## config.mk

```make
export PLATFORM = sky130hd
export DESIGN_NAME = fdm_wr_port
export DESIGN_NICKNAME = d
export VERILOG_FILES = /design/src/rtl/fdm_pkg.sv /design/src/rtl/fdm_rst_sync.sv /design/src/rtl/fdm_ctl_delay.sv /design/src/rtl/fdm_addr_gen.sv /design/src/rtl/fdm_proto_chk.sv /design/src/rtl/fdm_wr_port.sv
export SDC_FILE = /design/constraint.sdc
export NUM_CORES = 1
export LEC_CHECK = 0
export BUFFER_PORTS_ARGS = -buffer_cell sky130_fd_sc_hd__buf_4
export CAP_MARGIN = 15
export CORE_ASPECT_RATIO = 0.8
export CORE_MARGIN = 3
export CORE_UTILIZATION = 30
export CTS_CLUSTER_DIAMETER = 50
export DETAILED_ROUTE_END_ITERATION = 6
export PLACE_DENSITY = 0.54
export SYNTH_ARGS = -nofsm -noshare
export SYNTH_HDL_FRONTEND = slang
export SYNTH_SLANG_ARGS = --single-unit
export TNS_END_PERCENT = 5
```

## constraint.sdc

```tcl
create_clock -name clk -period 3.5 [get_ports clk]
set_clock_uncertainty 0.15 [all_clocks]
set_input_delay 0.525 -clock clk [delete_from_list [all_inputs] [get_ports clk]]
set_output_delay 0.525 -clock clk [all_outputs]
set_load 0.01 [all_outputs]
```

## src/rtl/fdm_pkg.sv

```systemverilog
package fdm_pkg;

  // Control pair carried through the latency pipeline.
  typedef struct packed {
    logic we;   // pointer advance / capture
    logic ie;   // store mask
  } fdm_ctl_t;

endpackage

```

## src/rtl/fdm_rst_sync.sv

```systemverilog
module fdm_rst_sync (
  input  logic clk,
  input  logic rst_n,
  output logic rst_sync_n
);

  logic [1:0] sync_q;

  always_ff @(posedge clk or negedge rst_n) begin
    if (!rst_n) sync_q <= 2'b00;
    else        sync_q <= {sync_q[0], 1'b1};
  end

  assign rst_sync_n = sync_q[1];

endmodule

```

## src/rtl/fdm_ctl_delay.sv

```systemverilog
module fdm_ctl_delay
  import fdm_pkg::*;
#(
  parameter int unsigned LAT = 4
) (
  input  logic     clk,
  input  logic     rst_n,
  input  fdm_ctl_t ctl_in,
  output fdm_ctl_t ctl_out
);

  fdm_ctl_t stg_q [LAT];
  fdm_ctl_t stg_d [LAT];

  always_comb begin
    stg_d[0] = ctl_in;
    for (int i = 1; i < LAT; i++) stg_d[i] = stg_q[i-1];
  end

  always_ff @(posedge clk or negedge rst_n) begin
    if (!rst_n) begin
      for (int i = 0; i < LAT; i++) stg_q[i] <= '0;
    end else begin
      for (int i = 0; i < LAT; i++) stg_q[i] <= stg_d[i];
    end
  end

  assign ctl_out = stg_q[LAT-1];

endmodule

```

## src/rtl/fdm_addr_gen.sv

```systemverilog
module fdm_addr_gen
  import fdm_pkg::*;
#(
  parameter int unsigned DEPTH  = 1024,
  parameter int unsigned DATA_W = 10,
  localparam int unsigned ADDR_W = (DEPTH > 1) ? $clog2(DEPTH) : 1
) (
  input  logic              clk,
  input  logic              rst_n,
  input  logic              wr_rst,
  input  fdm_ctl_t          ctl_eff,
  input  logic [DATA_W-1:0] din,
  output logic [ADDR_W-1:0] mem_addr,
  output logic              mem_we,
  output logic [DATA_W-1:0] mem_wdata,
  output logic              wr_event
);

  localparam logic [ADDR_W-1:0] LAST = ADDR_W'(DEPTH - 1);

  logic [ADDR_W-1:0] ptr_q, ptr_d, ptr_inc;
  logic [ADDR_W-1:0] addr_q, addr_d;
  logic [DATA_W-1:0] data_q, data_d;
  logic              we_q, we_d;
  logic              hit;

  // Wrap variant chosen by whether the depth fills the address space.
  generate
    if ((1 << ADDR_W) == DEPTH) begin : g_pow2
      assign ptr_inc = ptr_q + 1'b1;
    end else begin : g_cmp
      assign ptr_inc = (ptr_q == LAST) ? '0 : ptr_q + 1'b1;
    end
  endgenerate

  always_comb begin
    hit    = ctl_eff.we & ctl_eff.ie & ~wr_rst;
    ptr_d  = ptr_q;
    if (wr_rst)          ptr_d = '0;
    else if (ctl_eff.we) ptr_d = ptr_inc;
    we_d   = hit;
    addr_d = addr_q;
    data_d = data_q;
    if (hit) begin
      addr_d = ptr_q;
      data_d = din;
    end
  end

  always_ff @(posedge clk or negedge rst_n) begin
    if (!rst_n) begin
      ptr_q  <= '0;
      addr_q <= '0;
      data_q <= '0;
      we_q   <= 1'b0;
    end else begin
      ptr_q  <= ptr_d;
      we_q   <= we_d;
      addr_q <= addr_d;
      data_q <= data_d;
    end
  end

  assign mem_addr  = addr_q;
  assign mem_we    = we_q;
  assign mem_wdata = data_q;
  assign wr_event  = hit;

  // pointer is zero after a reset edge
  p_ptr_clear_r2: assert property (@(posedge clk) disable iff (!rst_n)
    wr_rst |=> (ptr_q == '0));
  // pointer holds while the delayed write enable is low
  p_ptr_hold_r4: assert property (@(posedge clk) disable iff (!rst_n)
    (!wr_rst && !ctl_eff.we) |=> $stable(ptr_q));
  // wrap from the last address
  p_ptr_wrap_r6: assert property (@(posedge clk) disable iff (!rst_n)
    (!wr_rst && ctl_eff.we && ptr_q == LAST) |=> (ptr_q == '0));
  // masked cycle advances pointer without strobe
  p_mask_step_r5: assert property (@(posedge clk) disable iff (!rst_n)
    (!wr_rst && ctl_eff.we && !ctl_eff.ie && ptr_q != LAST)
      |=> (!mem_we && ptr_q == $past(ptr_q) + 1'b1));

endmodule

```

## src/rtl/fdm_proto_chk.sv

```systemverilog
module fdm_proto_chk #(
  parameter int unsigned PRE_LOW = 4,
  parameter int unsigned RECOV   = 128,
  parameter int unsigned MIN_ACT = 231,
  localparam int unsigned LOW_W = $clog2(PRE_LOW + 1),
  localparam int unsigned REC_W = $clog2(RECOV + 1),
  localparam int unsigned ACT_W = $clog2(MIN_ACT + 1)
) (
  input  logic clk,
  input  logic rst_n,
  input  logic wr_rst,
  input  logic wr_en,
  input  logic wr_event,
  output logic proto_err
);

  localparam logic [LOW_W-1:0] LOW_MAX = LOW_W'(PRE_LOW);
  localparam logic [REC_W-1:0] REC_MAX = REC_W'(RECOV);
  localparam logic [ACT_W-1:0] ACT_MAX = ACT_W'(MIN_ACT);

  logic [LOW_W-1:0] low_q, low_d;
  logic [REC_W-1:0] rec_q, rec_d;
  logic [ACT_W-1:0] act_q, act_d;
  logic             open_q, open_d;
  logic             err_q, err_d;
  logic             pre_bad, rec_bad, pass_bad;

  always_comb begin
    pre_bad  = wr_rst & (wr_en | (low_q < LOW_MAX));
    rec_bad  = ~wr_rst & wr_en & (rec_q != '0);
    pass_bad = wr_rst & open_q & (act_q < ACT_MAX);

    if (wr_en)                low_d = '0;
    else if (low_q < LOW_MAX) low_d = low_q + 1'b1;
    else                      low_d = low_q;

    if (wr_rst)            rec_d = REC_MAX;
    else if (rec_q != '0)  rec_d = rec_q - 1'b1;
    else                   rec_d = rec_q;

    if (wr_rst)                           act_d = '0;
    else if (wr_event && act_q < ACT_MAX) act_d = act_q + 1'b1;
    else                                  act_d = act_q;

    open_d = open_q | wr_rst;
    err_d  = err_q | pre_bad | rec_bad | pass_bad;
  end

  always_ff @(posedge clk or negedge rst_n) begin
    if (!rst_n) begin
      low_q  <= '0;
      rec_q  <= '0;
      act_q  <= '0;
      open_q <= 1'b0;
      err_q  <= 1'b0;
    end else begin
      low_q  <= low_d;
      rec_q  <= rec_d;
      act_q  <= act_d;
      open_q <= open_d;
      err_q  <= err_d;
    end
  end

  assign proto_err = err_q;

  // error flag is sticky
  p_err_sticky_r10: assert property (@(posedge clk) disable iff (!rst_n)
    proto_err |=> proto_err);
  // recovery counter never exceeds its load value
  p_rec_range_r8: assert property (@(posedge clk) disable iff (!rst_n)
    rec_q <= REC_MAX);
  // enable high during recovery raises the flag
  p_rec_flag_r8: assert property (@(posedge clk) disable iff (!rst_n)
    (!wr_rst && wr_en && rec_q != '0) |=> proto_err);

endmodule

```

## src/rtl/fdm_wr_port.sv

```systemverilog
module fdm_wr_port
  import fdm_pkg::*;
#(
  parameter int unsigned DEPTH   = 1024,
  parameter int unsigned DATA_W  = 10,
  parameter int unsigned LAT     = 4,
  parameter int unsigned PRE_LOW = 4,
  parameter int unsigned RECOV   = 128,
  parameter int unsigned MIN_ACT = 231,
  localparam int unsigned ADDR_W = (DEPTH > 1) ? $clog2(DEPTH) : 1
) (
  input  logic              clk,
  input  logic              rst_n,
  input  logic              wr_rst,
  input  logic              wr_en,
  input  logic              in_en,
  input  logic [DATA_W-1:0] din,
  output logic [ADDR_W-1:0] mem_addr,
  output logic              mem_we,
  output logic [DATA_W-1:0] mem_wdata,
  output logic              proto_err
);

  logic     rst_sync_n;
  fdm_ctl_t ctl_raw, ctl_eff;
  logic     wr_event;

  assign ctl_raw.we = wr_en;
  assign ctl_raw.ie = in_en;

  fdm_rst_sync u_rst_sync (
    .clk        (clk),
    .rst_n      (rst_n),
    .rst_sync_n (rst_sync_n)
  );

  fdm_ctl_delay #(.LAT(LAT)) u_ctl_delay (
    .clk     (clk),
    .rst_n   (rst_sync_n),
    .ctl_in  (ctl_raw),
    .ctl_out (ctl_eff)
  );

  fdm_addr_gen #(.DEPTH(DEPTH), .DATA_W(DATA_W)) u_addr_gen (
    .clk       (clk),
    .rst_n     (rst_sync_n),
    .wr_rst    (wr_rst),
    .ctl_eff   (ctl_eff),
    .din       (din),
    .mem_addr  (mem_addr),
    .mem_we    (mem_we),
    .mem_wdata (mem_wdata),
    .wr_event  (wr_event)
  );

  fdm_proto_chk #(.PRE_LOW(PRE_LOW), .RECOV(RECOV), .MIN_ACT(MIN_ACT)) u_proto_chk (
    .clk       (clk),
    .rst_n     (rst_sync_n),
    .wr_rst    (wr_rst),
    .wr_en     (wr_en),
    .wr_event  (wr_event),
    .proto_err (proto_err)
  );

  // no strobe results from a reset edge
  p_rst_nostrobe_r2: assert property (@(posedge clk) disable iff (!rst_sync_n)
    wr_rst |=> !mem_we);

  generate
    if (LAT == 4) begin : g_lat4_chk
      // a strobe traces back to both enables five edges earlier
      p_latency_r3: assert property (@(posedge clk) disable iff (!rst_sync_n)
        mem_we |-> ($past(wr_en, 5) && $past(in_en, 5)));
    end
  endgenerate

endmodule

```

# Yosys cells after proc, flatten, opt, wreduce, memory -nomap -nowiden
# Index checks and enable logic that the tools add are counted.
# totals
input_bits,15
reg_bits,62
# classes
n_lt_le_gt_ge,2
n_mux,8
n_bitwise,13
n_reduce_logical,6
add_sub_neg,4
# op_table
op,count
$mux 8,4
$mux 10,2
$add 10x1->10 const B,1
$add 8x1->8 const B,1
$lt 8x8->1 const B,1
$reduce_bool 2->1,4
$reduce_bool 8->1,1
$sub 8x1->8 const B,1
$and 1x1->1,7
$mux 3,2
$or 1x1->1,5
$add 3x1->3 const B,1
$lt 3x3->1 const B,1
$logic_and 1x1->1,1
$not 1->1,1

# Depth between registers and ports, before layout
# depth
ltp_word,6
ltp_mapped,6
ltp_nobuf,6

# Modules after synthesis
# A second synthesis with hierarchy kept.
# hier_totals
hier_cells,217
hier_area_um2,2643.8
# by_module_without_submodules
mod,instances,area_per_inst_um2,cells_each,seq_area_each_um2
fdm_addr_gen,1,1266.2,92,775.7
fdm_proto_chk,1,1123.6,114,525.5
fdm_ctl_delay,1,200.2,8,200.2
fdm_rst_sync,1,53.8,3,50.0

# Worst setup path before layout
# No wires, ideal clock.
# synth_timing
kind,reg-to-reg
from,reg u_proto_chk.act_q[0]
to,reg u_proto_chk.act_q[5]
required_ps,3210
stages_incl_launch_ff,6
path_slack_ps,1802
path_buffers,0
arrival_time_ps,1408
synth_period_minus_slack_ps,1698
cell_sequence,dfrtp_1 ha_1 a211oi_2 o21ai_1 o311ai_0 o41ai_1
# synth_between
elab_chain_len,3
elab_cells_between_ends,6
classes_between,1 x add/sub; 1 x order compare; 2 x mux; 2 x reduce/logical
# synth_rtl
element,line_no,text
from (decl),fdm_proto_chk.sv:23,"logic [ACT_W-1:0] act_q, act_d;"
from (signal assigned),fdm_proto_chk.sv:59,act_q <= act_d;
$add 8x1->8 or $lt 8x8->1 (tied branches),fdm_proto_chk.sv:42,else if (wr_event && act_q < ACT_MAX) act_d = act_q + 1'b1;
$mux 8 or $logic_and 1x1->1 (tied branches),fdm_proto_chk.sv:42,
$mux 8 or $reduce_bool 2->1 (tied branches),-,
# Several ways; a longest one is shown, not always the timed one. The select of a mux whose other input is x is not followed.
# A chain may end at the register's enable or synchronous reset.

# Worst setup path in the final report
# layout_timing
from,reg u_proto_chk.rec_q[0]
to,"reg u_proto_chk.err_q, in the netlist u_proto_chk.proto_err"
# layout_between
elab_chain_len,4
# layout_rtl
element,line_no,text
from (decl),fdm_proto_chk.sv:22,"logic [REC_W-1:0] rec_q, rec_d;"
from (signal assigned),fdm_proto_chk.sv:58,rec_q <= rec_d;
$reduce_bool 8->1,fdm_proto_chk.sv:30,rec_bad = ~wr_rst & wr_en & (rec_q != '0);
$and 1x1->1,fdm_proto_chk.sv:30,
$or 1x1->1 (2 in series),fdm_proto_chk.sv:46,err_d = err_q | pre_bad | rec_bad | pass_bad;
net u_proto_chk.err_d,fdm_proto_chk.sv:25,"logic err_q, err_d;"
to (signal assigned),fdm_proto_chk.sv:61,err_q <= err_d;
to (decl),fdm_proto_chk.sv:25,
# The timed path passes the listed nets, and every way through them passes these cells.

==> flow_summary.json <==
{
  "yosysMostFrequentCell": "nand2_1",
  "period_minus_slack_ps": 1954,
  "setup_viol": 0,
  "route.detailed.drc": 0,
  "synth_top_family_by_area": "simple AND/OR/NAND/NOR gates",
  "syn-num-nets": 264,
  "postCtsHoldBufs": 1,
  "async_flop_share": 1.000,
  "path_class": "reg -> reg",
  "clkTransAtPathRegs_ps": 70,
  "syn_area_per_cell_sq_um": 10.41,
  "synth_compound_area_frac": 0.05810,
  "fin_area_sq_um": 3173,
  "synthMuxAreaShare": 0.01576,
  "insertion_delay_ps": 340,
  "seq_area_frac_synth": 0.6105,
  "ys.flop_type": "dfrtp_1",
  "fin_crit_sh": 0.5582,
  "status": "finished, final reports clean",
  "dp_slack_ps": 1352,
  "ir_drop_v": 0.0001967,
  "fillers": 815,
  "ant_nets": 0,
  "grt_pass1_wl_microns": 8466,
  "placed_cell_area_sq_um": 2942,
  "cts-resized-gates": 0,
  "first_pass_iters": 4,
  "numClockSinks": 62,
  "wl_per_cell_microns": 12.25,
  "setup_tns_ps": 0,
  "vias": 1789,
  "cts_htree_levels": 3,
  "post-dp-hpwl_microns": 3312,
  "avgViaCountPerCell": 4.461,
  "synthAdderAreaFrac": 0.02462,
  "tightest_slew_ps": 1007,
  "post_cts_buffers": 0,
  "gr-usage-all-layers": 0.1158,
  "diodes": 0,
  "worstSetupStartpointType": "flip-flop",
  "worst-path-max-fanout": 6,
  "start_util": 0.3141,
  "relSlewSlack": 0.3286,
  "drt_iter0_drc": 66,
  "crit_path_end_kind": "flip-flop",
  "routed_wl_microns": 4913,
  "cp.arrival_ps": 2020,
  "grt_pass1_vias": 1816,
  "synthTopCellsByArea": "dfrtp_1 61%, nand2_1 10%, nor2_1 4.0%, xor2_1 3.4%, ha_1 2.5%",
  "worstPathRequired_ps": 3570,
  "synth_xor_area_frac": 0.05515,
  "max_freq_ghz": 0.5119,
  "hold_violations": 0,
  "hold_ws_ps": 139.9,
  "maxCapViolCount": 0,
  "drive_gt1_frac": 0.2082,
  "synth_top_area_share": 0.6105,
  "ioPinCount": 37,
  "cts_buffer_depth": 2,
  "core_area_sq_um": 8092,
  "synth_edf_count": 0,
  "area_growth_pct": 24.86,
  "synth_cells": 244,
  "die-area_sq_um": 9618,
  "port_buffers": 36,
  "fin_nets": 308,
  "synth_seq_cells": 62,
  "antenna_found_initial": 0,
  "synth_commonest_cells": "68 x nand2_1, 62 x dfrtp_1, 27 x nor2_1",
  "rsz0062_at_grt": "false",
  "grt_start_max_net_pins": 47,
  "gp_congestion": 0.7631,
  "powerDensity_nw_per_um2": 587.4,
  "ys_warn_count": 0,
  "cts_tree": "done",
  "grt_remaining_overflow": 0,
  "drv_slew": 0,
  "placementRows": 29,
  "synth-simple-area-share": 0.2142,
  "yosysUniqueCellTypes": 36,
  "postLayoutSetupSlackWorst_ps": 1546,
  "utilization": 0.3921,
  "yosys.area.top_type": "dfrtp_1",
  "hold_path_class": "in -> reg",
  "syn_area_sq_um": 2541,
  "cts_made_buffers": 9,
  "ctsRootBufferMaster": "clkbuf_8",
  "die_h_microns": 88.32,
  "fp.dieW_microns": 108.9,
  "power_leakage_nw": 1.557
}
==> final cells by class <==
class                   count  area (sq um)  share of cell area
flip-flops and latches     62          1553              0.4894
multi-input cells         169         938.4              0.2957
repair buffers             40         302.8             0.09543
well taps                 108         135.1             0.04259
clock buffers               9         123.9             0.03904
clock inverters             7         97.59             0.03076
inverters                   6         22.52            0.007098
==> cell families after synthesis <==
logic type                 after synthesis
AOI/OAI and AO/OA                       21
xor gates and xnor gates                16
adders and majority gates                5
buffers and inverters                   13
DFF                                     62
muxes                                    4
other                                    1
and+or+nand+nor                        122
==> placed cells by master (no fill, tap or decap), types with 2 or more instances in the layout <==
cell type | netlist | layout
ha_1 | 5 | 5
bufinv_16 | 0 | 2
and3_1 | 5 | 5
buf_4 | 0 | 39
nand4_1 | 3 | 3
a211oi_1 | 3 | 3
dfrtp_1 | 62 | 61
o21ai_1 | 2 | 2
xnor2_1 | 6 | 6
nand3_1 | 6 | 6
a21oi_1 | 5 | 5
o311ai_0 | 2 | 2
nand2_1 | 68 | 68
nor2_1 | 27 | 27
xor2_1 | 10 | 10
o21ai_0 | 3 | 3
a211oi_2 | 2 | 2
clkbuf_8 | 0 | 9
mux2i_1 | 4 | 4
inv_1 | 6 | 6
and4_1 | 2 | 2
clkinvlp_4 | 0 | 2
==> per-stage QoR <==
stage,total power [mW],cells
finish,1.864,401
global route,1.988,401
CTS,1.898,401
detailed placement,1.187,384
global placement,1.178,384
floorplan,1.081,244
==> path summary, 6_finish.rpt <==
check | depth (start not counted) | startpoint | slack [ps] | end
min in group asynchronous | 0 | u_rst_sync.sync_q[1] | 300 | u_ctl_delay.stg_d[4]
worst max register to register | 6 | u_proto_chk.rec_q[0] | 1550 | u_proto_chk.proto_err
worst max-delay path | 6 | u_proto_chk.rec_q[0] | 1550 | u_proto_chk.proto_err
worst min register to register | 0 | u_rst_sync.sync_q[0] | 200 | u_rst_sync.sync_q[1]
worst min-delay path | 1 | in_en | 140 | u_ctl_delay.stg_d[4]
max in group asynchronous | 1 | u_rst_sync.sync_q[1] | 2120 | u_addr_gen.ptr_q[8]
==> flip-flops by register name, summed over array words and instances (netlist names) <==
signal	flops
u_addr_gen.mem_addr	10
u_addr_gen.mem_wdata	10
u_addr_gen.mem_we	1
u_addr_gen.ptr_q	10
u_ctl_delay.ctl_out	2
u_ctl_delay.stg_d	6
u_proto_chk.act_q	8
u_proto_chk.low_q	3
u_proto_chk.open_q	1
u_proto_chk.proto_err	1
u_proto_chk.rec_q	8
u_rst_sync.sync_q	2
==> report_power, final <==
part / switching (mW) / total, mW / leakage, nW / internal [mW]
logic: 0.148 / 0.299 / 0.652 / 0.151
registers: 0.0827 / 0.871 / 0.799 / 0.788
clock network: 0.291 / 0.694 / 0.106 / 0.403
total: 0.522 / 1.86 / 1.56 / 1.34
==> layer usage <==
| layer | up-vias | global-route usage | routed length [microns] |
|---|---|---|---|
| met4 | 0 | 0.06766 | 110 |
| li1 | 895 | - | - |
| met3 | 6 | 0.03647 | 198 |
| met1 | 842 | 0.1601 | 2560 |
| met2 | 46 | 0.1589 | 2044 |
| met5 | - | 0 | 0 |
==> worst max-delay path, cell delays in order, from the launching register on <==
cell and delay [ps]:
dfrtp_1 430, inv_1 100, ha_1 150, nor2b_1 400
nand3b_1 250, a211oi_1 290, a21oi_1 60
(Power assumes the default switching activity.)
